### src/rtl/cpr_pkg.sv
`timescale 1ns/1ps
package cpr_pkg;
  localparam int unsigned WORD_W   = 32;
  localparam int unsigned BYTE_W   = 8;
  localparam int unsigned CNT_LSB  = 16;
  localparam int unsigned CNT_W    = 16;
  localparam int unsigned OFF_DATA = 0;
  localparam int unsigned OFF_CTRL = 4;
  localparam int unsigned B_RX_EN  = 0;
  localparam int unsigned B_TX_EN  = 1;
  localparam int unsigned B_RX_PND = 8;
  localparam int unsigned B_TX_PND = 9;
  localparam int unsigned B_VALID  = 15;

  typedef enum logic [1:0] {
    TGT_NONE = 2'd0,
    TGT_DATA = 2'd1,
    TGT_CTRL = 2'd2
  } target_e;
endpackage

### src/rtl/cpr_fifo.sv
`timescale 1ns/1ps
module cpr_fifo #(
  parameter int WIDTH = 8,
  parameter int DEPTH = 8
) (
  input  logic                       clk,
  input  logic                       rst_n,
  input  logic                       push,
  input  logic [WIDTH-1:0]           din,
  input  logic                       pop,
  output logic [WIDTH-1:0]           dout,
  output logic [$clog2(DEPTH+1)-1:0] count,
  output logic                       full,
  output logic                       empty
);
  localparam int PW = (DEPTH > 1) ? $clog2(DEPTH) : 1;
  localparam int CW = $clog2(DEPTH + 1);

  logic [WIDTH-1:0] mem [DEPTH];
  logic [PW-1:0]    wr_ptr, rd_ptr;
  logic             pop_ok, push_ok;

  assign empty   = (count == '0);
  assign full    = (count == CW'(DEPTH));
  assign pop_ok  = pop && !empty;
  assign push_ok = push && (!full || pop_ok);
  assign dout    = mem[rd_ptr];

  function automatic logic [PW-1:0] step(input logic [PW-1:0] p);
    return (p == PW'(DEPTH - 1)) ? '0 : p + 1'b1;
  endfunction

  always_ff @(posedge clk) begin
    if (push_ok) mem[wr_ptr] <= din;
  end

  always_ff @(posedge clk) begin
    if (!rst_n) begin
      wr_ptr <= '0;
      rd_ptr <= '0;
      count  <= '0;
    end else begin
      if (push_ok) wr_ptr <= step(wr_ptr);
      if (pop_ok)  rd_ptr <= step(rd_ptr);
      case ({push_ok, pop_ok})
        2'b10:   count <= count + 1'b1;
        2'b01:   count <= count - 1'b1;
        default: count <= count;
      endcase
    end
  end
endmodule

### src/rtl/cpr_ctrl.sv
`timescale 1ns/1ps
module cpr_ctrl (
  input  logic       clk,
  input  logic       rst_n,
  input  logic       ctrl_we,
  input  logic [1:0] en_in,
  input  logic       rx_any,
  input  logic       tx_room,
  output logic       rx_en,
  output logic       tx_en,
  output logic       rx_pnd,
  output logic       tx_pnd,
  output logic       irq
);
  always_ff @(posedge clk) begin
    if (!rst_n) begin
      rx_en <= 1'b0;
      tx_en <= 1'b0;
    end else if (ctrl_we) begin
      rx_en <= en_in[0];
      tx_en <= en_in[1];
    end
  end

  assign rx_pnd = rx_en && rx_any;
  assign tx_pnd = tx_en && tx_room;
  assign irq    = rx_pnd || tx_pnd;
endmodule

### src/rtl/char_port_regs.sv
`timescale 1ns/1ps
module char_port_regs
  import cpr_pkg::*;
#(
  parameter int RX_DEPTH = 8,
  parameter int TX_DEPTH = 8,
  parameter int ADDR_W   = 3
) (
  input  logic              clk,
  input  logic              rst_n,
  input  logic              bus_sel,
  input  logic              bus_wr,
  input  logic [ADDR_W-1:0] bus_addr,
  input  logic [31:0]       bus_wdata,
  output logic [31:0]       bus_rdata,
  output logic              irq,
  input  logic              rx_valid,
  output logic              rx_ready,
  input  logic [7:0]        rx_data,
  output logic              tx_valid,
  input  logic              tx_ready,
  output logic [7:0]        tx_data
);
  localparam int RCW = $clog2(RX_DEPTH + 1);
  localparam int TCW = $clog2(TX_DEPTH + 1);

  target_e               tgt;
  logic                  rd_stb, wr_stb;
  logic                  rx_pop, rx_full, rx_empty;
  logic [RCW-1:0]        rx_count;
  logic [BYTE_W-1:0]     rx_head;
  logic                  tx_push, tx_pop, tx_full, tx_empty;
  logic [TCW-1:0]        tx_count;
  logic [CNT_W-1:0]      rx_left, tx_free;
  logic                  rx_en, tx_en, rx_pnd, tx_pnd;
  logic                  unused_wbits;

  always_comb begin
    if (bus_addr == ADDR_W'(OFF_DATA))      tgt = TGT_DATA;
    else if (bus_addr == ADDR_W'(OFF_CTRL)) tgt = TGT_CTRL;
    else                                    tgt = TGT_NONE;
  end

  assign rd_stb  = bus_sel && !bus_wr;
  assign wr_stb  = bus_sel && bus_wr;
  assign rx_pop  = rd_stb && (tgt == TGT_DATA) && !rx_empty;
  assign tx_push = wr_stb && (tgt == TGT_DATA);
  assign tx_pop  = tx_valid && tx_ready;

  assign rx_ready = 1'b1;
  assign tx_valid = !tx_empty;
  assign unused_wbits = ^{bus_wdata[31:8], rx_full, tx_full};

  cpr_fifo #(.WIDTH(BYTE_W), .DEPTH(RX_DEPTH)) u_rxq (
    .clk(clk), .rst_n(rst_n),
    .push(rx_valid), .din(rx_data), .pop(rx_pop), .dout(rx_head),
    .count(rx_count), .full(rx_full), .empty(rx_empty)
  );

  cpr_fifo #(.WIDTH(BYTE_W), .DEPTH(TX_DEPTH)) u_txq (
    .clk(clk), .rst_n(rst_n),
    .push(tx_push), .din(bus_wdata[7:0]), .pop(tx_pop), .dout(tx_data),
    .count(tx_count), .full(tx_full), .empty(tx_empty)
  );

  assign rx_left = CNT_W'(rx_count) - CNT_W'(1);
  assign tx_free = CNT_W'(TX_DEPTH) - CNT_W'(tx_count);

  cpr_ctrl u_ctrl (
    .clk(clk), .rst_n(rst_n),
    .ctrl_we(wr_stb && (tgt == TGT_CTRL)), .en_in(bus_wdata[1:0]),
    .rx_any(!rx_empty), .tx_room(tx_free != '0),
    .rx_en(rx_en), .tx_en(tx_en), .rx_pnd(rx_pnd), .tx_pnd(tx_pnd),
    .irq(irq)
  );

  always_comb begin
    bus_rdata = '0;
    if (rd_stb) begin
      case (tgt)
        TGT_DATA: if (!rx_empty) begin
          bus_rdata[CNT_LSB +: CNT_W]  = rx_left;
          bus_rdata[B_VALID]           = 1'b1;
          bus_rdata[BYTE_W-1:0]        = rx_head;
        end
        TGT_CTRL: begin
          bus_rdata[CNT_LSB +: CNT_W] = tx_free;
          bus_rdata[B_TX_PND]         = tx_pnd;
          bus_rdata[B_RX_PND]         = rx_pnd;
          bus_rdata[B_TX_EN]          = tx_en;
          bus_rdata[B_RX_EN]          = rx_en;
        end
        default: bus_rdata = '0;
      endcase
    end
  end
endmodule

### config.mk
export PLATFORM = sky130hd
export DESIGN_NAME = char_port_regs
export DESIGN_NICKNAME = d
export VERILOG_FILES = /design/src/rtl/cpr_pkg.sv /design/src/rtl/cpr_fifo.sv /design/src/rtl/cpr_ctrl.sv /design/src/rtl/char_port_regs.sv
export SDC_FILE = /design/constraint.sdc
export NUM_CORES = 1
export LEC_CHECK = 0
export ABC_AREA = 1
export BUFFER_PORTS_ARGS = -buffer_cell sky130_fd_sc_hd__buf_2
export CORE_MARGIN = 1
export CORE_UTILIZATION = 25
export DETAILED_ROUTE_END_ITERATION = 10
export GPL_TIMING_DRIVEN = 1
export SYNTH_ARGS = -nofsm -noshare
export SYNTH_HDL_FRONTEND = slang
export SYNTH_SLANG_ARGS = --single-unit
### constraint.sdc
create_clock -name clk -period 3.21 [get_ports clk]
set_clock_uncertainty 0.1 [all_clocks]
set_input_delay 0 -clock clk [delete_from_list [all_inputs] [get_ports clk]]
set_output_delay 0 -clock clk [all_outputs]
set_load 0.005 [all_outputs]
==> results of run 1 <==
stage by stage:
| stage | hold slack [ns] | worst slack [ns] | instances | utilization (%) | area (sq um) |
|---|---|---|---|---|---|
| floorplan | -0.00113 | 1.00 | 623 | - | 6830 |
| global placement | 0.170 | 0.802 | 1002 | 27.7 | 7450 |
| detailed placement | 0.183 | 0.779 | 1002 | 27.7 | 7450 |
| CTS | 0.000726 | 0.270 | 1061 | 30.7 | 8260 |
| global route | 0.0598 | 0.231 | 1062 | 30.8 | 8270 |
| finish | 0.0304 | 0.460 | 1062 | 30.8 | 8270 |
worst reg2reg max path: cells and delay by family, from the launching register on:
kind / cells / cell delay [ns]
AOI/OAI and AO/OA: 2 / 0.17
DFF: 1 / 0.34
adders and majority gates: 3 / 0.59
buffers and inverters: 5 / 0.35
and+or+nand+nor: 5 / 0.65
xor gates and xnor gates: 1 / 0.12
cells by family (layout without fill, tap and decap cells):
logic type / Yosys count / after routing / share of synthesized area [%]
other: 2 / 6 / 0.110
AOI/OAI and AO/OA: 128 / 128 / 11.0
adders and majority gates: 16 / 16 / 2.94
and+or+nand+nor: 236 / 236 / 15.2
buffers and inverters: 75 / 173 / 5.32
xor gates and xnor gates: 6 / 6 / 0.771
DFF: 156 / 156 / 64.6
where the power goes:
| part | switching [mW] | internal, mW | leakage [nW] |
|---|---|---|---|
| combinational | 0.566 | 0.381 | 1.47 |
| clock | 0.838 | 1.00 | 0.265 |
| sequential | 0.130 | 2.27 | 1.39 |
| total | 1.53 | 3.65 | 3.12 |
state kept, by name (all words and copies together), names as in the netlist, named ones only:
register      cells
u_rxq.mem        64
u_txq.mem        64
u_rxq.count       4
u_txq.count       4
u_rxq.rd_ptr      3
u_rxq.wr_ptr      3
u_txq.rd_ptr      3
u_txq.wr_ptr      3
u_ctrl.rx_en      1
u_ctrl.tx_en      1
layer usage:
layer,vias to the layer above,share of wire (%),track usage [%],routed length (microns)
met5,-,0,0,0
met4,0,1.5,4.47,222
met3,16,4.1,2.48,614
met2,88,50,19.3,7470
met1,2256,44,13.2,6560
li1,2336,-,-,-
layout by cell type (no fill, tap or decap), types with 6 or more instances in the layout:
| cell type | netlist | final |
|---|---|---|
| nor2_2 | 7 | 7 |
| dfxtp_1 | 28 | 28 |
| o21ai_0 | 43 | 43 |
| ha_1 | 16 | 16 |
| nand3_1 | 11 | 11 |
| nor2_1 | 130 | 130 |
| dlygate4sd3_1 | 0 | 27 |
| nand2_1 | 63 | 63 |
| o32ai_1 | 16 | 16 |
| clkbuf_16 | 0 | 17 |
| buf_4 | 17 | 16 |
| conb_1 | 2 | 6 |
| o22ai_1 | 13 | 13 |
| inv_1 | 26 | 26 |
| a21oi_1 | 17 | 17 |
| buf_2 | 8 | 61 |
| o21ai_1 | 29 | 29 |
| inv_2 | 10 | 10 |
| edfxtp_1 | 128 | 128 |
cell type report:
| cell class | count | area, sq um | share of cell area [%] |
|---|---|---|---|
| Clock inverter | 15 | 115 | 1.39 |
| Tap cell | 341 | 427 | 5.16 |
| Clock buffer | 17 | 425 | 5.14 |
| Inverter | 37 | 139 | 1.68 |
| Multi-Input combinational cell | 392 | 2060 | 25.0 |
| Timing Repair Buffer | 104 | 696 | 8.41 |
| Sequential cell | 156 | 4400 | 53.3 |
timing repair:
action                                 4_1_cts  5_1_grt
buffers inserted                             0        1
gates resized for setup                      0        0
endpoints found under the hold margin      151        0
hold buffers                                27        0
setup endpoints to repair                    0        1
final timing paths:
path	end	slack, ns	cells past startpoint
worst max-delay path	u_rxq.count[2]	0.46	17
worst min-delay path	u_ctrl.rx_en	0.03	7
worst max register to register	u_txq.count[2]	0.77	16
worst min register to register	u_ctrl.tx_en	0.40	2
==> impl_results.md, run 1 <==
* Cell area after synthesis at 0.00682 sq mm
* Via/cell ratio at 4.42
* Ys async rst share at 0%
* EDFF count, synth at around 130
* Synth cell types at 36
* Die ar. at ~0.028 sq mm
* Worst rel slew slack at roughly 31%
* Final min period at roughly 2.7 ns
* RR Startpoint: u_txq.count[0]
* Crit Path Category: in -> reg
* Synthesized area per cell at around 11 sq um
* Endpoint type of the worst setup path: register
* Final setup viols at 0
* Hold Fails Final Rpt at 0
* 1st-iter DRT viols at 303
* Commonest cells post-synth: 130 x nor2_1, 128 x edfxtp_1, 63 x nand2_1, 43 x o21ai_0, 29 x o21ai_1
* CTS tree: yes
* Max-Cap Viols at 0
* Syn Inst Count at just over 600
* H-tree levels at 4
* Cell breakdown of the critical path: dlygate4sd3_1 > buf_2 > inv_2 > nand2_4 > dlygate4sd3_1 > nor2_4 > nand2_2 > nand2_2 > nand2_4 > ha_1 > nor2_1 > nor2_2 > ha_1 > a21oi_1 > xnor2_1 > o21ai_0 > inv_1
* Die X at approximately 170 microns
* # nets final at slightly below 800
* Antenna Nets Post-Route at 0
* Cell taking the most area after synthesis: edfxtp_1
* Root buf cell: clkbuf_16
* Fmax at approximately 360 MHz
* DR pass1 iterations at 4
* Diode count at 0
* Pin count of the biggest net entering global routing at 33
* Critical path's slowest cell: dlygate4sd3_1
* First-pass GRT wire length at ~24 mm
* Power consumption at between 5 and 6 mW
* CP startpoint: bus_addr[0]
* Area Overhead vs Synth at 21.3%
* Ys Warns at 0
* Clock tree sinks at roughly 160
* Worst Path Buf+Inv at 5
* Worst Tran Pin Value at between 1 and 1.5 ns
* Run status: finished, final reports clean
* GPL Wtd Cong at about 0.77
* Hold Crit Class: in -> reg
* TritonCTS buffer count at 17
* Filler cell count at about 2800
* Std cell rows at 60
* Chip height at 167 microns
* Worst path arrival time at between 2 and 3 ns
* Power Density at 627 mW/mm^2
* Ports at roughly 90
* WP data required at 3.42 ns
* DRC viols at 0
* Period utilization at 85.7%
* Crit path max fanout at 7
* HPWL Detailed at between 9 and 10 mm
* Routed vias at roughly 4700
* Worst-skew pair later-pin latency at roughly 0.42 ns
* Leak at 3.12 nW
* Post-Route WL at 14.9 mm
* Max Slew Vio Count at 0
* Sequential-to-total area share from yosys stat at 64.6%
* Top area cells in the synthesized netlist: edfxtp_1 56%, dfxtp_1 8.2%, nor2_1 7.2%, nand2_1 3.5%, o21ai_0 3.2%
* Unrepaired setup endpoints after global routing: no
* Share of layout cells above drive strength 1 at between 10% and 20%
* Seq cells post-synth at approximately 160
* Top_reg_cell synth: edfxtp_1
* Max VDD drop at between 0.2 and 0.3 mV
* Most numerous cell in the Yosys netlist: nor2_1
* Total negative slack at 0 ns
* Bufs on Longest Clock Path at 2
* Hold Path Origin: bus_addr[1]
* Total gr overflow at 0
* WL per Instance at 14.0 microns
* CP peak stage delay at 0.59 ns
* Initial Util at 25.4%
* Vias in the first global route at 4551
* CP Launch Type: primary input
* Area of the core at around 0.027 sq mm
* Port-buffer cells at between 60 and 70
* Initial antenna violation count at 0
* CP top delay family: buffers and inverters
* Clock slew at reported path FFs at ~0.06 ns
* Total GRT Usage at 11.1%
* Synth top area share at 56.4%
No activity file was read; power rests on OpenSTA's default activity.
==> run 2, diff against run 1 <==
==> constraint.sdc (replaced) <==
create_clock -name clk -period 3.21 [get_ports clk]
set_clock_uncertainty 0.1 [all_clocks]
set_input_delay 0 -clock clk [delete_from_list [all_inputs] [get_ports clk]]
set_output_delay 0 -clock clk [all_outputs]
set_load 0.1 [all_outputs]
==> impl_results.md, run 2 (synthesis gave the netlist of run 1 again) <==
* Run status: finished, final reports clean
* Die X at 167 microns (unchanged)
* Combinational Power Share at 27.8% (+9.5 points)
* Leak at 3.16 nW (+1.1%)
* Seq pwr share at 38.8% (-7.5 points)
* CP startpoint: bus_addr[0]
* Power Density at 739 mW/mm^2 (+18%)
* Initial Util at 25.4% (unchanged)
* Hold Crit Class: in -> reg
* Area Overhead vs Synth at 22.6%
* H-tree levels at 4 (unchanged)
* Routed vias at 4654 (-0.89%)
* Endpoint type of the worst setup path: output pin
* Worst Reg2Reg Path Length in Cells at 16 (unchanged)
* Hold EP: u_rxq.wr_ptr[0]
* First-pass GRT wire length at 23.5 mm (-1.5%)
* Worst Tran Pin Value at 1.06 ns (+0.0220 ns)
* Share of layout cells above drive strength 1 at 19.8% (+0.36 points)
* Antenna Nets Post-Route at 0 (unchanged)
* Via/cell ratio at 4.37 (-1.1%)
* Hold Path Origin: bus_wr
* Total negative slack at 0 ns (unchanged)
* Post-place setup slack at 0.766 ns (-0.0132 ns)
* Diode count at 0 (unchanged)
* Hold Fails Final Rpt at 0 (unchanged)
* Port-buffer cells at 61 (unchanged)
* TritonCTS buffer count at 17 (unchanged)
* Fmax at 354 MHz (-2.8%)
* Hold_ws at 0.164 ns (+0.134 ns)
* Vias in the first global route at 4450 (-2.2%)
* Clock share of power at 33.4% (-2.1 points)
* Max Slew Vio Count at 0 (unchanged)
* # nets final at 775 (+0.26%)
* Die ar. at 0.0279 sq mm (unchanged)
* Std cell rows at 60 (unchanged)
* Placed Area at 0.00746 sq mm (+0.17%)
* Root buf cell: clkbuf_16
* WL per Instance at 13.9 microns (-0.58%)
* Pint at 3.83 mW (+4.9%)
* GPL Wtd Cong at 0.744 (-2.9%)
* Initial antenna violation count at 0 (unchanged)
* Chip height at 167 microns (unchanged)
* Crit path max fanout at 12 (+5)
* Pin count of the biggest net entering global routing at 33 (unchanged)
* Total GRT Usage at 11.0% (-0.11 points)
* CP Launch Type: primary input
* Worst rel slew slack at 29.4% (-1.5 points)
* Clock slew at reported path FFs at 0.07 ns (about the same)
* Grt peak-use layer: met2
* Commonest non-fill, non-tap cells in the layout: 130 x nor2_1, 128 x edfxtp_1, 63 x nand2_1, 61 x buf_2, 43 x o21ai_0
* Post-Route WL at 14.8 mm (-0.40%)
* DR pass1 iterations at 5 (+1)
* 1st-iter DRT viols at 247 (-18%)
* Global routing met1 resource utilization at 13.2% (+0.050 points)
* Area of the core at 0.0269 sq mm (unchanged)
* Bufs on Longest Clock Path at 2 (unchanged)
* Placed cells at 1003 (+0.10%)
* Met3 GRT Util at 2.46% (-0.024 points)
* Max VDD drop at 0.281 mV (+7.7%)
* CTS tree: yes
* M2 GR Usage at 18.8% (-0.49 points)
* Fin area at 0.00836 sq mm (+1.1%)
* Final worst slack at 0.382 ns (-0.0783 ns)
* HPWL Detailed at 9.34 mm (+0.80%)
* Period utilization at 88.1% (+2.4 points)
* Unrepaired setup endpoints after global routing: no
* Final min period at 2.83 ns (+0.0783 ns)
* Final setup viols at 0 (unchanged)
* Ports at 92 (unchanged)
* P_sw at 2.34 mW (+53%)
* WP data required at 3.11 ns (-0.31 ns)
* Regs by FF count: u_rxq.mem x64, u_txq.mem x64
* Post-Layout Cell Count at 1064 (+0.19%)
* R2r setup slk at 0.76 ns (about the same)
* Clock tree sinks at 156 (unchanged)
* Worst path arrival time at 2.73 ns (-0.23 ns)
* Total gr overflow at 0 (unchanged)
* Max-Cap Viols at 0 (unchanged)
* Crit Reg-Reg Endpoint: u_txq.count[2]
* DRC viols at 0 (unchanged)
* Crit Path Category: in -> out
* RR Startpoint: u_txq.count[0]
* Switch share at 38.0% (+8.4 points)
* Hold Path Stages at 8 (+1)
* Setup Fix Bufs, Post-CTS at 0 (unchanged)
* Worst-skew pair later-pin latency at 0.42 ns (about the same)
* Filler cell count at 2737 (-0.55%)
* Most common cell after layout, fill and taps aside: nor2_1
[run 2: changes by cell type in the layout (fill, tap and decap cells not counted), sizes merged]
cell | previous run | this run
clkinv | 10 | 2
clkinvlp | 1 | 3
inv | 41 | 45
bufinv | 0 | 2
dlygate4sd3 | 27 | 29
[run 2: stage by stage]
step	util [%]	total power, mW
5_1_grt	31.1	6.48
3_5_place_dp	27.8	4.14
4_1_cts	31.1	6.23
2_1_floorplan	-	3.82
6_report	31.1	6.17
3_3_place_gp	27.8	4.12
[run 2: repair_timing]
item | 4_1_cts | 5_1_grt
hold buffers | 29 | 0
endpoints found under the hold margin | 151 | 0
endpoints found under the setup margin | 0 | 0
resized for setup | 0 | 0
[run 2: power by group through the flow]
stage / Sequential [mW] / Clock, mW / Combinational (mW)
after floorplan: 2.36 / 0 / 1.46
after global placement: 2.44 / 0 / 1.68
after detailed placement: 2.44 / 0 / 1.70
after CTS: 2.40 / 2.10 / 1.73
after global routing: 2.41 / 2.19 / 1.87
final: 2.39 / 2.06 / 1.72
[run 2: how the worst max path moves through the flow]
stage	end	cells past startpoint	slack, ns
after global routing	u_rxq.count[2]	17	0.25
after detailed placement	u_txq.count[2]	16	0.77
after global placement	u_txq.count[2]	15	0.78
final	bus_rdata[4]	12	0.38
after CTS	bus_rdata[4]	12	0.36
after floorplan	u_txq.count[2]	16	0.24
[run 2: per-layer routing]
| metal | wire, microns | vias up |
|---|---|---|
| met5 | 0 | - |
| met4 | 242 | 0 |
| met3 | 570 | 14 |
| met2 | 7380 | 86 |
| met1 | 6620 | 2223 |
| li1 | - | 2331 |
[run 2: layout make-up]
| type | count | area, sq um | area share, % |
|---|---|---|---|
| inverter | 37 | 139 | 1.66 |
| clock inverter | 15 | 178 | 2.13 |
| timing repair buffer | 106 | 716 | 8.56 |
| tap | 341 | 427 | 5.11 |
| clock buffer | 17 | 425 | 5.09 |
| multi-input combinational | 392 | 2070 | 24.7 |
| sequential | 156 | 4400 | 52.7 |
[run 2: worst max-delay path: stages]
cell           delay (ns)
dlygate4sd3_1        0.54
buf_2                0.13
inv_2                0.07
nand2_4              0.06
dlygate4sd3_1        0.59
nor2_4               0.18
nand2_2              0.13
nor2_4               0.12
buf_4                0.22
o21ai_1              0.10
nor2_1               0.14
buf_2                0.45
